`config.mk`:
```
export PLATFORM = sky130hd
export DESIGN_NAME = gpio_mux_port
export DESIGN_NICKNAME = d
export VERILOG_FILES = /design/src/rtl/gpio_mux_pkg.sv /design/src/rtl/gpio_mux_regs.sv /design/src/rtl/gpio_mux_pinsel.sv /design/src/rtl/gpio_mux_readback.sv /design/src/rtl/gpio_mux_port.sv
export SDC_FILE = /design/constraint.sdc
export NUM_CORES = 1
export LEC_CHECK = 0
export BUFFER_PORTS_ARGS = -buffer_cell sky130_fd_sc_hd__buf_2
export CELL_PAD_IN_SITES_DETAIL_PLACEMENT = 0
export CELL_PAD_IN_SITES_GLOBAL_PLACEMENT = 1
export CORE_UTILIZATION = 30
export DETAILED_ROUTE_END_ITERATION = 10
export PLACE_DENSITY_LB_ADDON = 0.05
export REMOVE_ABC_BUFFERS = 1
export SKIP_LAST_GASP = 1
export SLEW_MARGIN = 10
export SYNTH_ARGS = -nofsm -noshare
export SYNTH_HDL_FRONTEND = slang
export SYNTH_SLANG_ARGS = --single-unit
```
`constraint.sdc`:
```
create_clock -name clk -period 1.6 [get_ports clk]
set_clock_uncertainty 0.05 [all_clocks]
set_input_delay 0.16 -clock clk [delete_from_list [all_inputs] [get_ports clk]]
set_output_delay 0.16 -clock clk [all_outputs]
set_load 0.005 [all_outputs]
```
`src/rtl/gpio_mux_pkg.sv`:
```
package gpio_mux_pkg;
    localparam int PINS  = 16;
    localparam int NFUNC = 4;
    localparam int SELW  = $clog2(NFUNC);
    localparam int ADDRW = 4;
    localparam int BUSW  = 32;
    localparam int MUXW  = PINS * SELW;

    localparam logic [ADDRW-1:0] ADR_FUNC  = 4'd0;
    localparam logic [ADDRW-1:0] ADR_MUX   = 4'd1;
    localparam logic [ADDRW-1:0] ADR_LEVEL = 4'd2;
    localparam logic [ADDRW-1:0] ADR_DSET  = 4'd3;
    localparam logic [ADDRW-1:0] ADR_DCLR  = 4'd4;
    localparam logic [ADDRW-1:0] ADR_OSET  = 4'd5;
    localparam logic [ADDRW-1:0] ADR_OCLR  = 4'd6;
    localparam logic [ADDRW-1:0] ADR_INEN  = 4'd7;

    typedef enum logic {MODE_GPIO = 1'b0, MODE_PERIPH = 1'b1} pin_mode_e;

    typedef struct packed {
        logic [PINS-1:0] func_en;
        logic [MUXW-1:0] mux;
        logic [PINS-1:0] dir;
        logic [PINS-1:0] dout;
        logic [PINS-1:0] in_en;
    } port_cfg_t;

    function automatic logic [SELW-1:0] sel_of(input logic [MUXW-1:0] m, input int p);
        return m[p*SELW +: SELW];
    endfunction
endpackage

```
`src/rtl/gpio_mux_regs.sv`:
```
module gpio_mux_regs
    import gpio_mux_pkg::*;
(
    input  logic             clk,
    input  logic             rst,
    input  logic             wr,
    input  logic [ADDRW-1:0] addr,
    input  logic [BUSW-1:0]  wdata,
    output port_cfg_t        cfg
);
    logic [PINS-1:0] wbits;
    assign wbits = wdata[PINS-1:0];

    always_ff @(posedge clk) begin
        if (rst) begin
            cfg <= '0;
        end else if (wr) begin
            case (addr)
                ADR_FUNC: cfg.func_en <= wbits;
                ADR_MUX:  cfg.mux     <= wdata[MUXW-1:0];
                ADR_DSET: cfg.dout    <= cfg.dout | wbits;
                ADR_DCLR: cfg.dout    <= cfg.dout & ~wbits;
                ADR_OSET: cfg.dir     <= cfg.dir | wbits;
                ADR_OCLR: cfg.dir     <= cfg.dir & ~wbits;
                ADR_INEN: cfg.in_en   <= wbits;
                default:  ;
            endcase
        end
    end

    // written ones land, other bits hold
    p_dset_r2: assert property (@(posedge clk) disable iff (rst)
        (wr && addr == ADR_DSET) |=>
            cfg.dout == ($past(cfg.dout) | $past(wbits)));

    p_dclr_r3: assert property (@(posedge clk) disable iff (rst)
        (wr && addr == ADR_DCLR) |=>
            ((cfg.dout & $past(wbits)) == '0) &&
            ((cfg.dout & ~$past(wbits)) == ($past(cfg.dout) & ~$past(wbits))));

    p_dir_r4: assert property (@(posedge clk) disable iff (rst)
        (wr && (addr == ADR_OSET || addr == ADR_OCLR)) |=>
            ((cfg.dir & ~$past(wbits)) == ($past(cfg.dir) & ~$past(wbits))));
    // ignored addresses leave all state unchanged
    p_ignore_r10: assert property (@(posedge clk) disable iff (rst)
        (wr && (addr == ADR_LEVEL || addr > ADR_INEN)) |=> $stable(cfg));
endmodule

```
`src/rtl/gpio_mux_pinsel.sv`:
```
module gpio_mux_pinsel
    import gpio_mux_pkg::*;
(
    input  port_cfg_t                   cfg,
    input  logic [PINS-1:0]             pin_i,
    input  logic [NFUNC-1:0][PINS-1:0]  periph_out_i,
    input  logic [NFUNC-1:0][PINS-1:0]  periph_oe_i,
    output logic [PINS-1:0]             pin_o,
    output logic [PINS-1:0]             pin_oe,
    output logic [PINS-1:0]             periph_in_o
);
    for (genvar p = 0; p < PINS; p++) begin : g_pin
        pin_mode_e       mode;
        logic [SELW-1:0] sel;
        assign mode = pin_mode_e'(cfg.func_en[p]);
        assign sel  = sel_of(cfg.mux, p);

        always_comb begin
            if (mode == MODE_PERIPH) begin
                pin_o[p]       = periph_out_i[sel][p];
                pin_oe[p]      = periph_oe_i[sel][p];
                periph_in_o[p] = pin_i[p];
            end else begin
                pin_o[p]       = cfg.dout[p];
                pin_oe[p]      = cfg.dir[p];
                periph_in_o[p] = 1'b0;
            end
        end
    end
endmodule

```
`src/rtl/gpio_mux_readback.sv`:
```
module gpio_mux_readback
    import gpio_mux_pkg::*;
(
    input  port_cfg_t        cfg,
    input  logic [ADDRW-1:0] addr,
    input  logic [PINS-1:0]  pin_i,
    output logic [BUSW-1:0]  rdata
);
    logic [PINS-1:0] gpio_drv;
    logic [PINS-1:0] level;

    assign gpio_drv = ~cfg.func_en & cfg.dir;
    assign level    = (gpio_drv & cfg.dout) | (~gpio_drv & cfg.in_en & pin_i);

    always_comb begin
        rdata = '0;
        case (addr)
            ADR_FUNC:            rdata[PINS-1:0] = cfg.func_en;
            ADR_MUX:             rdata[MUXW-1:0] = cfg.mux;
            ADR_LEVEL:           rdata[PINS-1:0] = level;
            ADR_DSET, ADR_DCLR:  rdata[PINS-1:0] = cfg.dout;
            ADR_OSET, ADR_OCLR:  rdata[PINS-1:0] = cfg.dir;
            ADR_INEN:            rdata[PINS-1:0] = cfg.in_en;
            default:             rdata = '0;
        endcase
    end
endmodule

```
`src/rtl/gpio_mux_port.sv`:
```
module gpio_mux_port
    import gpio_mux_pkg::*;
(
    input  logic                        clk,
    input  logic                        rst,
    input  logic                        bus_wr,
    input  logic [ADDRW-1:0]            bus_addr,
    input  logic [BUSW-1:0]             bus_wdata,
    output logic [BUSW-1:0]             bus_rdata,
    input  logic [PINS-1:0]             pin_i,
    output logic [PINS-1:0]             pin_o,
    output logic [PINS-1:0]             pin_oe,
    input  logic [NFUNC-1:0][PINS-1:0]  periph_out_i,
    input  logic [NFUNC-1:0][PINS-1:0]  periph_oe_i,
    output logic [PINS-1:0]             periph_in_o
);
    port_cfg_t cfg;

    gpio_mux_regs u_regs (
        .clk(clk), .rst(rst), .wr(bus_wr), .addr(bus_addr),
        .wdata(bus_wdata), .cfg(cfg)
    );

    gpio_mux_pinsel u_pinsel (
        .cfg(cfg), .pin_i(pin_i), .periph_out_i(periph_out_i),
        .periph_oe_i(periph_oe_i), .pin_o(pin_o), .pin_oe(pin_oe),
        .periph_in_o(periph_in_o)
    );

    gpio_mux_readback u_rb (
        .cfg(cfg), .addr(bus_addr), .pin_i(pin_i), .rdata(bus_rdata)
    );

    // first cycle out of reset, no pin is driven
    p_reset_r1: assert property (@(posedge clk) disable iff (rst)
        $past(rst) |-> (pin_oe == '0 && periph_in_o == '0));
    // level bits of input-disabled non-driving pins read 0
    p_level_r6: assert property (@(posedge clk) disable iff (rst)
        (bus_addr == ADR_LEVEL) |->
            ((bus_rdata[PINS-1:0] & ~cfg.in_en & ~pin_oe & ~cfg.func_en) == '0));
endmodule

```
==> flow_metrics.py <==
metrics = {
    "timing": {
        "setup_viol": 40,
        "worst_slew_pin_slew_ns": 0.418,
        "max_slew_margin_pct": 72.1,
        "hold_violations": 0,
        "fmax_ghz": 0.552,
        "rsz0062_at_grt": "yes",
        "fin_crit_sh_pct": 113,
        "final_max_slew_viol_count": 0,
        "min_period_ns": 1.81,
        "hold_slack_ns": 0.0147,
        "setup_slack_ns": -0.212,
    },
    "place": {
        "dp_hpwl_mm": 17.4,
        "dp.cells": 1231,
        "gp_congestion": 0.804,
        "io_buffer_count": 262,
    },
    "clocking": {
        "cts_tree": "built",
        "cts_max_path_buffers": 2,
        "cts_buffers": 9,
        "cts_num_sinks": 96,
        "cts_max_level": 3,
        "clk-insertion-delay-late_ns": 0.35,
        "clockRootBuffer": "clkbuf_16",
        "clk_pin_slew_ns": 0.07,
    },
    "route": {
        "viasPerCell": 5.51,
        "drt_iter0_drc": 407,
        "final_antenna_net_count": 0,
        "num_vias": 7173,
        "firstDrtPassIters": 5,
        "drc": 0,
        "post_drt_wl_per_cell_um": 19.3,
        "wl_mm": 25.2,
    },
    "logic_synthesis": {
        "yosysUniqueCellTypes": 38,
        "yosysWarnings": 0,
        "syn_area_mm2": 0.00608,
        "yosys_register_bits": 96,
        "synthCells": 710,
        "ys_seq_area_share_pct": 31.6,
        "avgSynthCellArea_um2": 8.56,
    },
    "setup_path": {
        "worst_ep_arrival_time_ns": 1.60,
        "worstSetupPathType": "flop to output port",
        "critPathTopFamily": "multiplexers",
        "cp-start-kind": "flop",
        "critPathMaxStageDelay_ns": 0.49,
        "crit_chain": "mux4_2, mux2_4, buf_6",
        "path_buf_inv": 1,
        "required_ns": 1.39,
        "worstSetupEndpointType": "output port",
        "critPathSlowestCell": "mux4_2",
        "crit_fanout": 3,
    },
    "floorplanning": {
        "start_util_pct": 30.9,
        "die_x_um": 144,
        "coreArea_mm2": 0.0197,
        "fp.dieH_um": 144,
        "die_area_mm2": 0.0208,
        "io_pins": 263,
        "std_cell_rows": 51,
    },
    "run_status": {
        "violations": "setup timing",
        "status": "finished with violations",
    },
    "hold_path": {
        "hold_path_class": "input pin to flop",
    },
    "power": {
        "clkPwrFrac_pct": 39.2,
        "power_uw": 5730,
        "switching_share_pct": 27.2,
        "powerDensity_mw_per_mm2": 614,
        "p_leak_uw": 0.00382,
        "ir_drop_mv": 0.530,
        "power.internal_uw": 4170,
        "seqPwrFrac_pct": 42.2,
        "p_sw_uw": 1560,
        "comb_power_share_pct": 18.6,
    },
    "global_routing": {
        "grt_pass1_vias": 6945,
        "grt.total_usage_pct": 23.4,
        "gr-total-overflow": 0,
        "grt_pass1_wl_mm": 37.4,
        "antenna_found_initial": 0,
        "grt_max_degree": 44,
    },
    "cells_and_area": {
        "final_cells": 1302,
        "layout-drive-gt1-share_pct": 50.7,
        "area_growth_pct": 53.5,
        "antenna_cells": 0,
        "final_nets": 1215,
    },
    "flow_run": {
        "drv_cap": 0,
    },
}
## cell families after synthesis
family          Yosys count  synth area share (%)
mux                      48                  14.8
xor+xnor                  1                 0.453
flops                    96                  31.6
buf+inv                  86                  6.24
compound gates          258                  26.3
simple gates            221                  20.6
## power by group through the flow
stage | registers, uW | logic, uW | clock network, uW
floorplan | 2510 | 297 | 0
global placement | 2520 | 939 | 0
detailed placement | 2520 | 958 | 0
CTS | 2420 | 1020 | 2300
global route | 2420 | 1150 | 2390
finish | 2420 | 1070 | 2240
## synth_stat cells
cell	count	area, um2
a211oi_1	31	233
a21bo_2	1	10.0
a21oi_1	64	320
a221oi_1	16	140
a22oi_1	15	113
a31oi_1	16	100
a32oi_1	2	17.5
and2_1	32	200
and3_1	1	6.26
and3b_1	3	26.3
and4b_1	1	10.0
and4bb_1	1	12.5
buf_2	18	90.1
buf_4	3	22.5
buf_6	3	33.8
clkbuf_1	45	169
dfxtp_1	96	1920
inv_1	17	63.8
mux2_2	16	180
mux4_2	32	721
nand2_1	46	173
nand2b_1	15	93.8
nand2b_4	1	13.8
nand3_1	79	395
nand4_1	16	100
nand4b_1	1	8.76
nor2b_1	17	106
nor3_1	2	10.0
nor3b_2	1	12.5
nor4b_2	1	15.0
nor4b_4	2	47.6
o2111ai_1	15	131
o211ai_1	16	120
o21ai_0	78	390
o21ai_1	4	20.0
or3_1	1	6.26
or4b_4	1	13.8
xor2_4	1	27.5
## cells in the final DEF, fill, tap and decap left out, drive strengths merged
master	netlist	layout
buf	24	366
dfxtp	96	96
o21ai	82	82
nand3	79	79
a21oi	64	64
nand2	46	46
and2	32	32
mux4	32	32
a211oi	31	31
inv	17	18
nor2b	17	17
o211ai	16	16
a221oi	16	16
nand4	16	16
a31oi	16	16
mux2	16	16
nand2b	16	16
a22oi	15	15
o2111ai	15	15
dlygate4sd3	0	13
clkbuf	45	13
nor4b	3	3
and3b	3	3
a32oi	2	2
nor3	2	2
or3	1	1
and4bb	1	1
and4b	1	1
xor2	1	1
a21bo	1	1
and3	1	1
nor3b	1	1
or4b	1	1
nand4b	1	1
clkinvlp	0	1
bufinv	0	1
clkinv	0	1
## final timing paths
check,startpoint,to,slack (ns),cells after the start
max,u_regs.cfg[76],pin_oe[14],-0.21,3
min,bus_wdata[27],u_regs.cfg[75],0.01,3
max reg2reg,u_regs.cfg[91],u_regs.cfg[91],0.67,4
min reg2reg,u_regs.cfg[0],u_regs.cfg[0],0.46,2
## area by class of cell
type	instances	area [um2]
timing repair buffer	380	2510
multi-input combinational	528	4050
sequential	96	2070
inverter	17	63.8
tap	265	332
fill	1977	10300
clock inverter	4	51.3
clock buffer	12	246
## timing repair
action,4_1_cts,5_1_grt
hold buffers,13,0
setup buffers,25,17
resized for setup,115,55
cloned,0,1
endpoints found under the setup margin,64,63
pin swaps,59,35
endpoints found under the hold margin,13,0
## metrics by stage
step / setup WS [ns] / util [%] / instance area (um2) / TNS (ns)
global placement: -0.0901 / 41.1 / 8080 / -0.930
finish: -0.212 / 47.5 / 9330 / -2.47
detailed placement: -0.127 / 41.1 / 8080 / -2.19
global route: -0.249 / 47.5 / 9330 / -5.33
floorplan: -0.782 / - / 5760 / -32.99
CTS: -0.253 / 45.6 / 8960 / -3.22
## per-layer routing
metal | GRT usage (%) | up-vias | routed length (um)
met3 | 3.97 | 36 | 1450
li1 | - | 3375 | -
met5 | 0 | - | 0
met4 | 8.53 | 0 | 512
met2 | 39.2 | 271 | 12200
met1 | 30.2 | 3491 | 11100
## worst register-to-register path, cell delays in order, from the launching register on
cell and delay, ns:
dfxtp_4 0.35, buf_4 0.13, buf_4 0.14, o21ai_0 0.07
a21oi_1 0.08
Note: power is estimated with default switching activity, not from simulation.
